$ cat config.mk
export PLATFORM = sky130hd
export DESIGN_NAME = ratio_deser
export DESIGN_NICKNAME = d
export VERILOG_FILES = /design/src/rtl/deser_pkg.sv /design/src/rtl/deser_ctrl.sv /design/src/rtl/deser_datapath.sv /design/src/rtl/ratio_deser.sv
export SDC_FILE = /design/constraint.sdc
export NUM_CORES = 1
export LEC_CHECK = 0
export ABC_AREA = 1
export BUFFER_PORTS_ARGS = -buffer_cell sky130_fd_sc_hd__buf_2
export CAP_MARGIN = 20
export CORE_MARGIN = 4
export CORE_UTILIZATION = 53
export DETAILED_ROUTE_END_ITERATION = 16
export GPL_ROUTABILITY_DRIVEN = 0
export GPL_TIMING_DRIVEN = 1
export PLACE_DENSITY = 0.76
export REMOVE_ABC_BUFFERS = 1
export SLEW_MARGIN = 40
export SYNTH_ARGS = -nofsm -noshare
export SYNTH_HDL_FRONTEND = slang
export SYNTH_SLANG_ARGS = --single-unit
$ cat constraint.sdc
create_clock -name clk -period 2.63 [get_ports clk]
set_input_delay 0.1315 -clock clk [delete_from_list [all_inputs] [get_ports clk]]
set_output_delay 0.1315 -clock clk [all_outputs]
set_load 0.02 [all_outputs]
$ cat src/rtl/deser_pkg.sv
package deser_pkg;
  localparam int MAX_WIDTH = 8;
  localparam int IDX_W     = $clog2(MAX_WIDTH);
  localparam int LEN_W     = IDX_W + 1;
  localparam int TICK_W    = LEN_W;

  typedef struct packed {
    logic                 clear;
    logic                 capture;
    logic                 load;
    logic [IDX_W-1:0]     bitIdx;
    logic [MAX_WIDTH-1:0] widthMask;
  } deserCtrl_t;
endpackage

$ cat src/rtl/deser_ctrl.sv
module deser_ctrl
  import deser_pkg::*;
(
  input  logic       clk,
  input  logic       rstN,
  input  logic       bitEn,
  input  logic [1:0] ratioSel,
  input  logic [1:0] phaseSel,
  output deserCtrl_t ctrl,
  output logic       wordClk
);
  logic [1:0]           curRatio, curPhase;
  logic [IDX_W-1:0]     bitCnt, lastIdx;
  logic [TICK_W-1:0]    tickCnt, offset, periodMask, tickRel;
  logic [LEN_W-1:0]     wordLen;
  logic                 armed, restart, loadNow;
  logic [MAX_WIDTH-1:0] maskVec;

  always_comb begin
    case (curRatio)
      2'b00:   wordLen = LEN_W'(2);
      2'b01:   wordLen = LEN_W'(4);
      default: wordLen = LEN_W'(8);
    endcase
  end

  assign lastIdx    = IDX_W'(wordLen - LEN_W'(1));
  assign restart    = (ratioSel != curRatio) || (phaseSel != curPhase);
  assign loadNow    = bitEn && !restart && (bitCnt == lastIdx);

  for (genvar i = 0; i < MAX_WIDTH; i++) begin : g_mask
    assign maskVec[i] = (LEN_W'(i) < wordLen);
  end

  assign ctrl.clear     = restart;
  assign ctrl.capture   = bitEn && !restart;
  assign ctrl.load      = loadNow;
  assign ctrl.bitIdx    = bitCnt;
  assign ctrl.widthMask = maskVec;

  assign offset     = TICK_W'(curPhase) * (wordLen >> 1);
  assign periodMask = ((wordLen - LEN_W'(1)) << 1) | TICK_W'(1);
  assign tickRel    = (tickCnt - offset) & periodMask;
  assign wordClk    = armed && (tickRel < wordLen);

  always_ff @(posedge clk or negedge rstN) begin
    if (!rstN) begin
      curRatio <= 2'b00;
      curPhase <= 2'b00;
      bitCnt   <= '0;
      tickCnt  <= '0;
      armed    <= 1'b0;
    end else if (restart) begin
      curRatio <= ratioSel;
      curPhase <= phaseSel;
      bitCnt   <= '0;
      tickCnt  <= '0;
      armed    <= 1'b0;
    end else begin
      tickCnt <= loadNow ? '0 : tickCnt + TICK_W'(1);
      if (bitEn) bitCnt <= loadNow ? '0 : bitCnt + IDX_W'(1);
      if (loadNow) armed <= 1'b1;
    end
  end

  // bit counter never passes the last index of the selected width
  assert_cnt_in_word_R1: assert property (@(posedge clk) disable iff (!rstN)
    bitCnt <= lastIdx);
  // restart silences the word clock until a new word loads
  assert_restart_quiet_R7: assert property (@(posedge clk) disable iff (!rstN)
    restart |=> !wordClk);
  // zero phase word clock is high right after a load
  assert_zero_phase_rise_R5: assert property (@(posedge clk) disable iff (!rstN)
    (loadNow && curPhase == 2'd0) |=> wordClk);
  // level just after a load follows the selected quarter step
  assert_phase_level_R6: assert property (@(posedge clk) disable iff (!rstN)
    loadNow |=> (wordClk == (curPhase == 2'd0 || curPhase == 2'd3)));
endmodule

$ cat src/rtl/deser_datapath.sv
module deser_datapath
  import deser_pkg::*;
(
  input  logic                 clk,
  input  logic                 rstN,
  input  logic                 dataIn,
  input  deserCtrl_t           ctrl,
  output logic [MAX_WIDTH-1:0] parData
);
  logic [MAX_WIDTH-1:0] asmReg, nextAsm;

  always_comb begin
    nextAsm = asmReg;
    nextAsm[ctrl.bitIdx] = dataIn;
  end

  always_ff @(posedge clk or negedge rstN) begin
    if (!rstN) begin
      asmReg  <= '0;
      parData <= '0;
    end else if (ctrl.clear) begin
      asmReg  <= '0;
      parData <= '0;
    end else begin
      if (ctrl.capture) asmReg <= nextAsm;
      if (ctrl.load) parData <= nextAsm & ctrl.widthMask;
    end
  end

  // positions beyond the word width stay zero
  assert_unused_zero_R3: assert property (@(posedge clk) disable iff (!rstN)
    (parData & ~ctrl.widthMask) == '0);
  // word held when neither load nor restart
  assert_hold_R4: assert property (@(posedge clk) disable iff (!rstN)
    !(ctrl.load || ctrl.clear) |=> $stable(parData));
  // restart clears the word
  assert_clear_R7: assert property (@(posedge clk) disable iff (!rstN)
    ctrl.clear |=> parData == '0);
endmodule

$ cat src/rtl/ratio_deser.sv
module ratio_deser
  import deser_pkg::*;
(
  input  logic       clk,
  input  logic       rstN,
  input  logic       bitEn,
  input  logic       dataIn,
  input  logic [1:0] ratioSel,
  input  logic [1:0] phaseSel,
  output logic [7:0] parData,
  output logic       wordClk
);
  deserCtrl_t ctrl;

  deser_ctrl u_ctrl (
    .clk      (clk),
    .rstN     (rstN),
    .bitEn    (bitEn),
    .ratioSel (ratioSel),
    .phaseSel (phaseSel),
    .ctrl     (ctrl),
    .wordClk  (wordClk)
  );

  deser_datapath u_dp (
    .clk     (clk),
    .rstN    (rstN),
    .dataIn  (dataIn),
    .ctrl    (ctrl),
    .parData (parData)
  );
endmodule

# ---- Word-level counts from Yosys, hierarchy flattened
# Index checks and enable logic that the tools add are counted.
dict set report totals {
  regBits 28
  wordCells 54
  output_inout_bits 9
  inputBits 8
}
dict set report classes {
  bitwise_logic 2
  reduce_logical 10
  muxes 15
  n_lt_le_gt_ge 11
  n_mul 1
  add_sub_neg 4
  n_eq_ne 4
}
# operator count
set op_table {}
lappend op_table {{2-to-1 mux 8 bit} 4}
lappend op_table {{< comparator 3 x 4 -> 1 bit (first input constant)} 4}
lappend op_table {{2-to-1 mux 3 bit} 3}
lappend op_table {{AND 8 bit} 1}
lappend op_table {{bitwise mux 8 bit} 1}
lappend op_table {{< comparator 1 x 4 -> 1 bit (first input constant)} 2}
lappend op_table {{< comparator 2 x 4 -> 1 bit (first input constant)} 2}
lappend op_table {{2-to-1 mux 4 bit} 2}
lappend op_table {{case mux 4 bit (2 select lines)} 1}
lappend op_table {{nonzero test 2 bit} 3}
lappend op_table {{adder 4 x 1 -> 4 bit (second input constant)} 1}
lappend op_table {{AND 4 bit} 1}
lappend op_table {{logical AND 1 bit} 4}
lappend op_table {{< comparator 3 x 4 -> 1 bit (second input constant)} 1}
lappend op_table {{< comparator 4 bit} 1}
lappend op_table {{multiplier 2 x 3 -> 4 bit} 1}
lappend op_table {{inequality test 2 bit} 2}
lappend op_table {{subtractor 4 bit} 1}
lappend op_table {{adder 3 x 1 -> 3 bit (second input constant)} 1}
lappend op_table {{demux 1 bit (select 3 bit)} 1}
lappend op_table {{equality test 3 bit} 1}
lappend op_table {{>= comparator 3 x 1 -> 1 bit (second input constant)} 1}
lappend op_table {{2-to-1 mux 1 bit} 3}
lappend op_table {{subtractor 3 x 1 -> 3 bit (second input constant)} 1}
lappend op_table {{4 further kinds} 4}

# ---- Logic depth before layout (Yosys ltp)
dict set report depth {
  depth_word 8
  mapped_depth 17
  mapped_depth_nobuf 17
}

# ---- By module
# From an unflattened synthesis, not the netlist that was laid out.
dict set report hier_totals {
  hier_cells 258
  hier_area_um2 1938.1
}
# module cells_per_inst area_per_inst_um2 n_inst seq_area_each_um2
set modules_own_cells {}
lappend modules_own_cells {deser_ctrl 131 998.5 1 300.3}
lappend modules_own_cells {deser_datapath 127 939.7 1 400.4}

# ---- Least setup slack after synthesis
# Ideal clock, no wire load.
dict set report synth_timing {
  kind {register -> output}
  startpoint {reg u_ctrl.curRatio[1]}
  endpoint {out wordClk}
  slack_ns -0.378
  stages_incl_launch_ff 17
  required_ns 2.499
  n_path_buf 0
  arrival_ns 2.877
  path_cell_list {dfrtp_1 inv_2 nand2_2 ha_1 nand2_1 inv_1 fa_1 inv_1 ha_1 a21oi_1 nand2_1 a21oi_1 nor2_1 ha_1 a21oi_1 nand2_1 nor2_1}
}
dict set report synth_between {
  elab_chain_len 7
  word_cells_on_any_way 9
  classes_between {add/sub: 2; mul: 1; order compare: 1; eq/ne: 1; mux: 1; bitwise: 1; reduce/logical: 2}
}
# item line_no
set synth_rtl {}
lappend synth_rtl {{start, declared} deser_ctrl.sv:12} ;# logic [1:0] curRatio, curPhase;
lappend synth_rtl {{start signal, assigned} deser_ctrl.sv:54} ;# curRatio <= ratioSel;
lappend synth_rtl {{equality test 2 x 1 -> 1 bit or logical NOT 2 bit (tied branches)} deser_ctrl.sv:20} ;# case (curRatio)
lappend synth_rtl {{case mux 4 bit (2 select lines) *} deser_ctrl.sv:20}
lappend synth_rtl {{multiplier 2 x 3 -> 4 bit} deser_ctrl.sv:41} ;# assign offset = TICK_W'(curPhase) * (wordLen >> 1);
lappend synth_rtl {{subtractor 4 bit} deser_ctrl.sv:43} ;# assign tickRel = (tickCnt - offset) & periodMask;
lappend synth_rtl {{AND 4 bit} deser_ctrl.sv:43}
lappend synth_rtl {{< comparator 4 bit *} deser_ctrl.sv:44} ;# assign wordClk = armed && (tickRel < wordLen);
lappend synth_rtl {{logical AND 1 bit *} deser_ctrl.sv:44}
lappend synth_rtl {{end, declared} ratio_deser.sv:11} ;# output logic wordClk
# Every way passes the cells marked *; elsewhere a longest branch is shown, timed or not.

# ---- Final worst setup path
dict set report layout_timing {
  startpoint {reg u_ctrl.curRatio[0]}
  endpoint {out wordClk}
}
# The elaborated chain is that of the path after synthesis.

==> flow_summary.yaml <==
clocking:
  htree_levels: 1
  cts.path.max_buffers: 2
  cts_root_buf: "clkbuf_4"
  tritoncts: "built"
  clk_latency_ns: 0.33
  numCtsBuffers: 3
  path_clk_slew_ns: 0.16
  numClockSinks: 28
grt:
  grt_use_total_pct: 20.1
  antenna_found_initial: 0
  grt-ovfl-total: 0
  grt_pass1_vias: 1531
  grt_max_degree: 29
  grt_pass1_wl_um: 6740
setup_path:
  slowest_delay_ns: 0.54
  cpLargestDelayFamily: "adder cells"
  crit_buf_inv: 4
  reg2reg_slack_ns: 0.92
  cp_max_fo: 4
  cp-start-kind: "flip-flop"
  worstPathArrival_ns: 3.13
  criticalPathCategory: "flip-flop to output port"
  path_cells: "inv_2, nand2_4, ha_4, nand2_2, inv_2, fa_1, inv_2, ha_4, nand3_1, nand2_2, nand3_2, nand2_2, nor2_4, ha_4, a21oi_2, nand2_1, nor2_1, buf_4"
  r2r_cells: 11
  slowest_stage: "fa_1"
  end_kind: "output port"
  crit_required_ns: 2.50
  r2r-end: "u_ctrl.tickCnt[0]"
  r2r-start: "u_ctrl.curRatio[1]"
routing:
  vias: 1545
  postRouteAntennaNets: 0
  via_per_inst: 4.90
  dr.pass1.iters: 4
  drt_iter0_drc: 55
  routed_wire_length_per_instance_um: 11.9
  wl_um: 3750
  remaining_drc_errors: 0
die:
  start_util_pct: 57.1
  io-pin-count: 17
  fp.dieH_um: 66.0
  die-area_um2: 4360
  core_area_um2: 3130
  fp.dieW_um: 66.0
  row_count: 20
logic_synthesis:
  ys_warn_count: 0
  post-synth-top-area-cell: "dfrtp_1"
  synth_flop_cell: "dfrtp_1"
  synthCells: 238
  yosys-top-cells-area: "dfrtp_1 39%, nand2_1 17%, inv_1 5.7%"
  syn_avg_cell_area_um2: 7.50
  syn_area_um2: 1790
  synth_edf_count: 0
  seq_area_frac_synth_pct: 39.2
  synth_seq_cells: 28
  ys_async_sr_fraction_pct: 100
  yosys.area.top_type_share_pct: 39.2
  yosysUniqueCellTypes: 25
timing:
  slew_viol_final: 0
  period_needed_ns: 3.26
  finClkSkew_ns: 0.00189
  fin_ws_ns: -0.631
  finalCritPeriodShare_pct: 124
  worstMarginPinSlew_ns: 0.634
  relSlewSlack_pct: 57.7
  rsz0062_at_grt: "true"
  setup_violations: 1
  max_freq_mhz: 307
  hold_violations: 0
power:
  vdd_drop_max_uv: 240
  leakage_nw: 1.17
  power_density_nw_per_um2: 415
worst_hold_path:
  min_from: "bitEn"
  holdPathEnd: "u_ctrl.bitCnt[2]"
  hold_depth: 3
  hold_class: "input pin to flip-flop"
finish:
  seqCellArea_um2: 701
  multi_input_area_um2: 998
  syn_to_final_growth_pct: 22.4
  final_nets: 290
  fin_util_pct: 69.9
  postLayoutCellArea_um2: 2190
  layout_common_cells: "76 x nand2_1, 28 x dfrtp_1, 25 x inv_1"
  diodes: 0
  fill_cells: 246
  drive_above_1_share_pct: 27.7
  final_common_cell: "nand2_1"
placed_design:
  io_buffers: 16
  placed_area_um2: 1970
  dp_hpwl_um: 2740
run:
  maxCapViolations: 0
status:
  run_status: "complete, but fails checks"
  failed_checks: "negative setup slack"
[flip-flops by register name, summed over array words and instances (netlist names)]
register / count
u_ctrl.bitCnt: 3
u_dp.parData: 8
u_ctrl.armed: 1
u_ctrl.curRatio: 2
u_ctrl.curPhase: 2
u_ctrl.tickCnt: 4
u_dp.asmReg: 8
[where the power goes]
group	leakage (nW)	switching (W)	total, W	internal (W)
sequential	0.381	0.00000658	0.000442	0.000436
combinational	0.761	0.000101	0.000175	0.0000744
clock	0.0279	0.000135	0.000289	0.000154
[how the worst max path moves through the flow]
stage	startpoint	cells past startpoint	slack, ns	endpoint
6_report	u_ctrl.curRatio[0]	18	-0.63	wordClk
5_1_grt	u_ctrl.curRatio[1]	18	-0.78	wordClk
4_1_cts	u_ctrl.curRatio[1]	18	-0.63	wordClk
3_5_place_dp	u_ctrl.curRatio[1]	18	-0.34	wordClk
3_3_place_gp	u_ctrl.curRatio[1]	18	-0.23	wordClk
2_1_floorplan	u_ctrl.curRatio[1]	16	-0.38	wordClk
[cells in the mapped netlist (5+ instances only)]
cell and number:
inv_1 27, ha_1 8, nor2_1 15, dfrtp_1 28, inv_2 5, nand3_1 19, nand2_1 81, o21ai_0 14
[worst register-to-register path, delay by kind of cell (launching register included)]
family	cells	cell delay, ns
DFF	1	0.40
buffers and inverters	5	0.55
AOI/OAI and AO/OA	1	0.29
and+or+nand+nor	5	0.43
[layer usage]
layer,share of wire (%),up-vias,global-route usage (%)
li1,-,802,-
met1,48,708,27.2
met2,47,30,33.8
met3,4.0,5,2.55
met4,1.1,0,5.58
met5,0,-,0
[cell families (layout without fill, tap and decap cells)]
| kind of cell | after synthesis | in the layout | synth area share (%) |
|---|---|---|---|
| compound gates | 20 | 20 | 6.38 |
| xor+xnor | 4 | 4 | 1.96 |
| fa+ha+maj | 10 | 10 | 7.85 |
| buf+inv | 41 | 74 | 9.39 |
| flops | 28 | 28 | 39.2 |
| simple gates | 135 | 135 | 35.2 |
[stage by stage]
step / setup TNS [ns] / setup WS (ns) / instances / hold slack, ns / total power (W)
finish: -0.631 / -0.631 / 315 / 0.132 / 0.000907
global route: -0.775 / -0.775 / 315 / 0.156 / 0.000952
CTS: -0.629 / -0.629 / 313 / 0.130 / 0.000892
detailed placement: -0.340 / -0.340 / 302 / 0.191 / 0.000589
global placement: -0.232 / -0.232 / 302 / 0.194 / 0.000585
floorplan: -0.378 / -0.378 / 230 / -0.164 / 0.000535
[timing repair]
| action | 4_1_cts | 5_1_grt |
|---|---|---|
| setup endpoints to repair | 1 | 1 |
| hold endpoints to repair | 32 | 0 |
| buffers inserted | 2 | 2 |
| hold buffers | 5 | 0 |
| resized for setup | 8 | 12 |
| pin swaps | 4 | 11 |
[layout make-up]
cell class / count / share of cell area (%)
Multi-Input combinational cell: 169 / 45.7
Sequential cell: 28 / 32.1
Timing Repair Buffer: 37 / 11.6
Inverter: 33 / 5.78
Tap cell: 44 / 2.52
Clock inverter: 1 / 1.37
Clock buffer: 3 / 1.03
Note: power is estimated with default switching activity, not from simulation.
